**config.mk**
```make
export PLATFORM = sky130hd
export DESIGN_NAME = burst_addr_gen
export DESIGN_NICKNAME = d
export VERILOG_FILES = /design/src/rtl/burst_pkg.sv /design/src/rtl/burst_cmd_decode.sv /design/src/rtl/burst_beat_counter.sv /design/src/rtl/burst_base_reg.sv /design/src/rtl/burst_beat_map.sv /design/src/rtl/burst_addr_gen.sv
export SDC_FILE = /design/constraint.sdc
export NUM_CORES = 1
export LEC_CHECK = 0
export BUFFER_PORTS_ARGS = -buffer_cell sky130_fd_sc_hd__buf_2
export CORE_UTILIZATION = 40
export DETAILED_ROUTE_END_ITERATION = 16
export GPL_TIMING_DRIVEN = 0
export PLACE_DENSITY = 0.73
export REMOVE_ABC_BUFFERS = 1
export SETUP_SLACK_MARGIN = 0.3
export SYNTH_ARGS = -nofsm -noshare
export SYNTH_HDL_FRONTEND = slang
export SYNTH_SLANG_ARGS = --single-unit
```
**constraint.sdc**
```tcl
create_clock -name clk -period 0.8 [get_ports clk]
set_input_delay 0 -clock clk [delete_from_list [all_inputs] [get_ports clk]]
set_output_delay 0 -clock clk [all_outputs]
set_load 0.1 [all_outputs]
```
**src/rtl/burst_pkg.sv**
```systemverilog
package burst_pkg;
  typedef enum logic [1:0] {
    OP_HOLD = 2'd0,
    OP_STEP = 2'd1,
    OP_LOAD = 2'd2
  } burst_op_e;
endpackage

```
**src/rtl/burst_cmd_decode.sv**
```systemverilog
module burst_cmd_decode
  import burst_pkg::*;
(
  input  logic      bank_sel_n,
  input  logic      proc_strobe_n,
  input  logic      ctrl_strobe_n,
  input  logic      advance_n,
  output burst_op_e op
);
  logic proc_load;
  logic ctrl_load;

  // The processor strobe counts only when the bank enable is active.
  assign proc_load = ~proc_strobe_n & ~bank_sel_n;
  assign ctrl_load = ~ctrl_strobe_n;

  always_comb begin
    if (proc_load || ctrl_load) begin
      op = OP_LOAD;          // a load wins over any advance
    end else if (!advance_n) begin
      op = OP_STEP;
    end else begin
      op = OP_HOLD;          // wait cycle
    end
  end
endmodule

```
**src/rtl/burst_beat_counter.sv**
```systemverilog
module burst_beat_counter
  import burst_pkg::*;
#(
  parameter int BEAT_W = 2
) (
  input  logic              clk,
  input  logic              rst_n,
  input  burst_op_e         op,
  output logic [BEAT_W-1:0] beat_q
);
  localparam logic [BEAT_W-1:0] BEAT_ONE = BEAT_W'(1);

  logic [BEAT_W-1:0] beat_d;

  always_comb begin
    unique case (op)
      OP_LOAD: beat_d = '0;
      OP_STEP: beat_d = beat_q + BEAT_ONE;   // wraps naturally
      default: beat_d = beat_q;
    endcase
  end

  always_ff @(posedge clk or negedge rst_n) begin
    if (!rst_n) begin
      beat_q <= '0;
    end else begin
      beat_q <= beat_d;
    end
  end

  assert_beat_step_R5: assert property (@(posedge clk) disable iff (!rst_n)
    (op == OP_STEP) |=> (beat_q == $past(beat_q) + BEAT_ONE));

  assert_beat_load_R2: assert property (@(posedge clk) disable iff (!rst_n)
    (op == OP_LOAD) |=> (beat_q == '0));
endmodule

```
**src/rtl/burst_base_reg.sv**
```systemverilog
module burst_base_reg #(
  parameter int ADDR_W = 17
) (
  input  logic              clk,
  input  logic              rst_n,
  input  logic              load_en,
  input  logic [ADDR_W-1:0] addr_d,
  output logic [ADDR_W-1:0] addr_q
);
  logic [ADDR_W-1:0] addr_nxt;

  // The clock enable is written out explicitly as a mux.
  always_comb begin
    addr_nxt = load_en ? addr_d : addr_q;
  end

  always_ff @(posedge clk or negedge rst_n) begin
    if (!rst_n) begin
      addr_q <= '0;
    end else begin
      addr_q <= addr_nxt;
    end
  end

  assert_base_stable_R9: assert property (@(posedge clk) disable iff (!rst_n)
    !load_en |=> $stable(addr_q));
endmodule

```
**src/rtl/burst_beat_map.sv**
```systemverilog
module burst_beat_map #(
  parameter int BEAT_W = 2
) (
  input  logic [BEAT_W-1:0] start_bits,
  input  logic [BEAT_W-1:0] beat,
  input  logic              linear_mode,
  output logic [BEAT_W-1:0] seq_bits
);
  logic [BEAT_W-1:0] ilv_bits;
  logic [BEAT_W-1:0] lin_bits;

  // Interleaved order: each bit is flipped by the matching beat bit.
  for (genvar i = 0; i < BEAT_W; i++) begin : g_ilv
    assign ilv_bits[i] = start_bits[i] ^ beat[i];
  end

  // Linear order: add modulo 2**BEAT_W.
  assign lin_bits = start_bits + beat;

  always_comb begin
    seq_bits = linear_mode ? lin_bits : ilv_bits;
  end

  always_comb begin
    assert_beat0_start_R7: assert (beat != '0 || seq_bits == start_bits);
  end
endmodule

```
**src/rtl/burst_addr_gen.sv**
```systemverilog
module burst_addr_gen
  import burst_pkg::*;
#(
  parameter int ADDR_W = 17
) (
  input  logic              clk,
  input  logic              rst_n,
  input  logic              bank_sel_n,
  input  logic              proc_strobe_n,
  input  logic              ctrl_strobe_n,
  input  logic              advance_n,
  input  logic              linear_mode,
  input  logic [ADDR_W-1:0] ext_addr,
  output logic [ADDR_W-1:0] access_addr,
  output logic [1:0]        beat_idx
);
  localparam int BEAT_W = 2;

  burst_op_e         op;
  logic [ADDR_W-1:0] base_q;
  logic [BEAT_W-1:0] beat_q;
  logic [BEAT_W-1:0] low_bits;

  burst_cmd_decode u_dec (
    .bank_sel_n    (bank_sel_n),
    .proc_strobe_n (proc_strobe_n),
    .ctrl_strobe_n (ctrl_strobe_n),
    .advance_n     (advance_n),
    .op            (op)
  );

  burst_base_reg #(.ADDR_W(ADDR_W)) u_base (
    .clk     (clk),
    .rst_n   (rst_n),
    .load_en (op == OP_LOAD),
    .addr_d  (ext_addr),
    .addr_q  (base_q)
  );

  burst_beat_counter #(.BEAT_W(BEAT_W)) u_cnt (
    .clk    (clk),
    .rst_n  (rst_n),
    .op     (op),
    .beat_q (beat_q)
  );

  burst_beat_map #(.BEAT_W(BEAT_W)) u_map (
    .start_bits  (base_q[BEAT_W-1:0]),
    .beat        (beat_q),
    .linear_mode (linear_mode),
    .seq_bits    (low_bits)
  );

  assign access_addr = {base_q[ADDR_W-1:BEAT_W], low_bits};
  assign beat_idx    = beat_q;

  assert_load_addr_R2: assert property (@(posedge clk) disable iff (!rst_n)
    (!proc_strobe_n && !bank_sel_n) |=> (access_addr == $past(ext_addr) && beat_idx == 2'd0));

  assert_ctrl_load_R4: assert property (@(posedge clk) disable iff (!rst_n)
    !ctrl_strobe_n |=> (access_addr == $past(ext_addr) && beat_idx == 2'd0));

  assert_wait_hold_R6: assert property (@(posedge clk) disable iff (!rst_n)
    (ctrl_strobe_n && (proc_strobe_n || bank_sel_n) && advance_n && $stable(linear_mode))
      |=> ($stable(access_addr) && $stable(beat_idx)));

  assert_no_carry_R9: assert property (@(posedge clk) disable iff (!rst_n)
    (ctrl_strobe_n && (proc_strobe_n || bank_sel_n))
      |=> (access_addr[ADDR_W-1:2] == $past(access_addr[ADDR_W-1:2])));

  assert_load_wins_R10: assert property (@(posedge clk) disable iff (!rst_n)
    (!ctrl_strobe_n && !proc_strobe_n && !advance_n) |=> (beat_idx == 2'd0));
endmodule

```
==> impl_metrics.ini, run 1 <==
[drt]
drt_iter0_markers = 11
ant_nets = 0
routed-wl-met2_um = 977
wl_met1_um = 869
vias_per_cell = 4.630
dr.pass1.iters = 4
routed.top_layer = met4
vias = 588
wl_mm = 1.980
wire_per_inst_um = 15.59
met3_length_um = 110
drc = 0

[sta]
fin_skew_ps = 0.2250
whs_ps = -66.04
rsz0062_at_grt = true
final-max-slew-violation-count = 0
tightest_slew_ps = 262.0
finalSetupViolCount = 28
maxSlewHeadroom_pct = 82.53
finalHoldViolations = 17
maxClockFrequency_mhz = 752.4
setup_slack_ps = -529.1
min_period_over_period_pct = 166.1
min_period_ps = 1329

[die]
die_w_um = 49.69
rows = 16
die_y_um = 49.69
ios = 43
core_area_mm2 = 0.002042
die_area_mm2 = 0.002469
start_util_pct = 44.55

[grt]
grt-ovfl-total = 0
grt_pass1_vias = 619
grt_pass1_wl_mm = 2.960
antenna_found_initial = 0
grt_max_degree = 20
grt_use_total_pct = 16.95

[outcome]
status = finished, violations left
violations = negative hold slack, negative setup slack

[place]
place_area_mm2 = 0.001021
gp_congestion = 0.6192
io_buffers = 42

[power]
seqPwrFrac_pct = 36.5
clock_power_share_pct = 14.9
cellPowerDensity_mw_per_mm2 = 2177
ir_drop_mv = 1.319
netSwitchingFraction_pct = 41.76
pwr-share-comb_pct = 48.6
p_int_mw = 1.845
p_leak_nw = 0.7019
p_switching_mw = 1.323

[cells_and_area]
final_cell_area_mm2 = 0.001455
final_core_util_pct = 71.26
area_growth_pct = 59.97
multi_input_comb_area_um2 = 351.6
nets = 126
drive_gt1_share_pct = 77.00
num-fill-cells = 142
diodes = 0
seqCellArea_um2 = 475.5

[worst_hold_path]
hold_path.class = input port to flip-flop

[worst_setup_path]
criticalPathCategory = flip-flop to output pin
worstPathCellList = ha_4 > nand2_4 > xnor2_2 > buf_6
rrSetupSlack_ps = -270
critPathLaunchType = flip-flop
required_ps = 800
critPathMaxStageDelay_ps = 420
cp-end-kind = output pin
crit_fanout = 2
cp.arrival_ps = 1330
critPathSlowestCell = dfrtp_1

[run]
cap_violations = 0

[clocking]
clk_pin_slew_ps = 100
cts_tree = built
cts_buffer_depth = 2
cts_root_buf = clkbuf_4
clkSinkCount = 19
clkLatencyLatePin_ps = 290
cts_buffers = 3
holdBufCountCts = 1
h-tree-depth = 1

[yosys]
syn_area_per_cell_um2 = 14.67
netlist_top_cells_area = dfrtp_1 (52%), mux2_4 (13%), buf_4 (12%)
synth_top_area_cell = dfrtp_1
synth-warning-count = 0
netlist_instances = 62
ys_ff_latch = 19
ys_types = 13
synth_top_area_share_pct = 52.27
seq_area_frac_synth_pct = 52.27
syn_area_um2 = 909.6
==> path summary, 6_finish.rpt <==
| kind | from | depth (start not counted) | end |
|---|---|---|---|
| min in group asynchronous | rst_n | 2 | u_base.addr_q[13]$_DFFE_PN0N_ |
| worst max register to register | u_base.addr_q[0]$_DFFE_PN0N_ | 3 | u_base.addr_q[0]$_DFFE_PN0N_ |
| worst min-delay path | ext_addr[8] | 2 | u_base.addr_q[8]$_DFFE_PN0N_ |
| max in group asynchronous | rst_n | 2 | u_base.addr_q[3]$_DFFE_PN0N_ |
| worst max-delay path | u_base.addr_q[0]$_DFFE_PN0N_ | 4 | access_addr[1] |
| worst min register to register | u_base.addr_q[5]$_DFFE_PN0N_ | 1 | u_base.addr_q[5]$_DFFE_PN0N_ |
==> Yosys cell counts <==
cell and instances:
dfrtp_1 19, buf_4 15, mux2_2 9, mux2_4 8, nor2b_1 2, xnor2_1 2, buf_12 1, ha_1 1
nand2_1 1, nor2_1 1, nor3_1 1, o21ai_4 1, xor2_1 1
==> what timing repair did <==
| item | 4_1_cts | 5_1_grt |
|---|---|---|
| endpoints found under the hold margin | 36 | 17 |
| pin swaps | 4 | 1 |
| buffers inserted | 5 | 2 |
| gates resized for setup | 72 | 14 |
| endpoints found under the setup margin | 38 | 57 |
==> power by group through the flow <==
stage | clock, mW | sequential (mW) | combinational (mW)
after floorplan | 0 | 1.73 | 0.311
after global placement | 0 | 1.11 | 1.12
after detailed placement | 0 | 1.12 | 1.12
after CTS | 0.492 | 1.14 | 1.45
after global routing | 0.532 | 1.17 | 1.59
final | 0.470 | 1.16 | 1.54
==> critical path: cells and delay by family, from the launching register on <==
family / cells / cell delay (ps)
flip-flops: 1 / 420
buffers and inverters: 1 / 250
adder cells (fa/ha/maj): 1 / 180
XOR/XNOR: 1 / 120
AND/OR/NAND/NOR: 1 / 70
==> cell usage in the layout, fill, tap and decap left out, types with 2 or more instances in the layout <==
master	netlist	routed
buf_2	0	22
buf_12	1	19
dfrtp_1	19	19
mux2_2	9	9
mux2_4	8	8
buf_4	15	5
clkbuf_4	0	4
buf_6	0	2
==> routing by layer <==
metal  vias to the layer above  global-route usage (%)
li1                        266                       -
met3                         2                   4.630
met2                        25                   26.58
met5                         -                       0
met4                         0                   10.00
met1                       295                   20.67
==> per-stage QoR <==
stage / TNS [ps] / setup WS (ps) / power [mW] / instances / hold WS, ps
6_report: -3635 / -529.1 / 3.167 / 127 / -66.04
5_1_grt: -4797 / -585.0 / 3.287 / 127 / -78.44
4_1_cts: -3364 / -521.7 / 3.081 / 125 / -79.28
3_5_place_dp: -8033 / -440.9 / 2.243 / 115 / -44.33
3_3_place_gp: -7638 / -416.9 / 2.229 / 115 / -43.75
2_1_floorplan: -13110 / -2016 / 2.039 / 46 / -295.6
==> flip-flops by register name, summed over array words and instances, names as in the netlist <==
signal and cells:
u_cnt.beat_q 2, u_base.addr_q 17
==> cell families (layout without fill, tap and decap cells) <==
logic type      count (synthesis)  in the layout  share of synthesized area [%]
fa+ha+maj                       1              1                          1.375
xor+xnor                        3              3                          2.889
flops                          19             19                          52.27
buf+inv                        16             54                          14.58
simple gates                    5              5                          2.749
compound gates                  1              1                          1.789
mux                            17             17                          24.35
==> area by class of cell <==
| cell class | count | share of cell area (%) |
|---|---|---|
| Timing Repair Buffer | 50 | 39.04 |
| Sequential cell | 19 | 32.67 |
| Multi-Input combinational cell | 27 | 24.16 |
| Tap cell | 27 | 2.322 |
| Clock buffer | 4 | 1.806 |
No activity file was read; power rests on OpenSTA's default activity.
==> inputs of run 2 (changes only) <==
--- a/config.mk
+++ b/config.mk
@@ -9,7 +9,7 @@
 export CORE_UTILIZATION = 40
 export DETAILED_ROUTE_END_ITERATION = 16
 export GPL_TIMING_DRIVEN = 0
-export PLACE_DENSITY = 0.73
+export PLACE_DENSITY = 0.82
 export REMOVE_ABC_BUFFERS = 1
 export SETUP_SLACK_MARGIN = 0.3
 export SYNTH_ARGS = -nofsm -noshare
==> impl_metrics.ini, run 2 (synthesis results as in run 1) <==
[grt]
grt_pass1_wl_mm = 3.249
antenna_found_initial = 0
grt_max_degree = 20
gr-usage-met1_pct = 22.59
grt_pass1_vias = 631
grt_use_total_pct = 18.71
top_usage_layer = met2
grt-ovfl-total = 0
met2_usage_pct = 31.53
grt_util_met3_pct = 7.716

[place]
io_buffers = 42
hpwl_mm = 1.051
place_area_mm2 = 0.001021
gp_congestion = 0.5590
place_inst = 115

[drt]
wire_per_inst_um = 18.29
vias = 598
ant_nets = 0
wl_mm = 2.341
vias_per_cell = 4.672
drc = 0
dr.pass1.iters = 2
drt_iter0_markers = 2

[outcome]
status = finished, violations left
violations = negative hold slack, negative setup slack

[worst_setup_path]
worstPathCellList = xor2_2 > xnor2_2 > buf_8
critPathMaxStageDelay_ps = 450
r2r_start = u_cnt.beat_q[1]$_DFFE_PN0P_
crit_fanout = 2
reg2reg_depth = 4
rrSetupSlack_ps = -240
reg2reg_to = u_cnt.beat_q[1]$_DFFE_PN0P_
cp.arrival_ps = 1370
cp-end-kind = output pin
required_ps = 800
criticalPathCategory = flip-flop to output pin
critPathSlowestCell = dfrtp_1
critPathLaunchType = flip-flop

[die]
die_y_um = 49.69
core_area_mm2 = 0.002042
ios = 43
die_w_um = 49.69
die_area_mm2 = 0.002469
start_util_pct = 44.55
rows = 16

[worst_hold_path]
whs_endpoint = u_base.addr_q[2]$_DFFE_PN0N_
hold_depth = 2
hold_path.class = input port to flip-flop
min_from = ext_addr[2]

[sta]
min_period_ps = 1374
finalSetupViolCount = 31
maxSlewHeadroom_pct = 82.45
whs_ps = -71.98
tightest_slew_ps = 263.3
final-max-slew-violation-count = 0
finalHoldViolations = 17
fin_skew_ps = 0.08496
maxClockFrequency_mhz = 727.7
rsz0062_at_grt = true
fin_tns_setup_ps = -4033
min_period_over_period_pct = 171.8
setup_slack_ps = -574.2

[cells_and_area]
area_growth_pct = 62.45
multi_input_comb_area_um2 = 350.3
largest_register_ffs = 17
final_core_util_pct = 72.37
mostFrequentLayoutCells = buf_2 (22), buf_12 (19), dfrtp_1 (19)
drive_gt1_share_pct = 78.22
final_cell_area_mm2 = 0.001478
top_regs = u_base.addr_q: 17 flops, u_cnt.beat_q: 2 flops
fin_cells = 128
final_common_cell = buf_2
nets = 127
seqCellArea_um2 = 475.5
num-fill-cells = 136
diodes = 0
largest-register = u_base.addr_q

[clocking]
cts_tree = built
cts_buffer_depth = 2
clk_pin_slew_ps = 120
h-tree-depth = 1
cts_buffers = 3
clkLatencyLatePin_ps = 300
holdBufCountCts = 1
clkSinkCount = 19
cts_root_buf = clkbuf_4

[power]
cellPowerDensity_mw_per_mm2 = 2188
ir_drop_mv = 1.417
p_leak_nw = 0.7112

[run]
cap_violations = 0
run 2: timing repair:
| action | CTS | global route |
|---|---|---|
| hold endpoints to repair | 37 | 17 |
| gates resized for setup | 73 | 17 |
| setup endpoints to repair | 38 | 57 |
| pin swaps | 5 | 3 |
| buffers inserted | 5 | 3 |
run 2: per-stage QoR:
step                      worst slack [ps]  hold WS (ps)  total power [mW]
after floorplan                      -2016        -295.6             2.039
after CTS                           -527.4        -82.79             3.104
after global routing                -626.3        -92.24             3.348
after global placement              -405.9        -47.19             2.228
after detailed placement            -437.4        -38.79             2.243
final                               -574.2        -71.98             3.234
run 2: area by class of cell:
| cell class | instances | area share, % |
|---|---|---|
| Sequential cell | 19 | 32.18 |
| Clock inverter | 1 | 0.3387 |
| Tap cell | 27 | 2.286 |
| Multi-Input combinational cell | 27 | 23.71 |
| Timing Repair Buffer | 51 | 39.97 |
| Clock buffer | 3 | 1.524 |
run 2: worst max-delay path: cells and delay by family (launching register included):
family | cells | cell delay [ps]
xor gates and xnor gates | 2 | 390
buffers and inverters | 1 | 230
DFF | 1 | 450
run 2: routing by layer:
layer,part of all wire [%],vias up
met5,0,-
met4,0.30,0
met3,5.6,2
met2,50,27
met1,44,301
li1,-,268
run 2: how the worst max path moves through the flow:
stage / to / from / slack [ps] / cells past startpoint
finish: access_addr[1] / u_cnt.beat_q[1]$_DFFE_PN0P_ / -570 / 3
global route: access_addr[1] / u_base.addr_q[1]$_DFFE_PN0N_ / -630 / 3
CTS: access_addr[1] / u_base.addr_q[0]$_DFFE_PN0N_ / -530 / 4
detailed placement: u_base.addr_q[10]$_DFFE_PN0N_ / bank_sel_n / -440 / 3
global placement: u_base.addr_q[15]$_DFFE_PN0N_ / bank_sel_n / -410 / 3
floorplan: access_addr[1] / u_cnt.beat_q[0]$_DFFE_PN0P_ / -2020 / 3
run 2: where the power goes:
| part | switching, mW | leakage, nW | internal (mW) | total, mW |
|---|---|---|---|---|
| Combinational | 0.960 | 0.468 | 0.622 | 1.58 |
| Sequential | 0.108 | 0.225 | 1.05 | 1.16 |
| Clock | 0.304 | 0.0177 | 0.186 | 0.491 |
| Total | 1.37 | 0.711 | 1.86 | 3.23 |
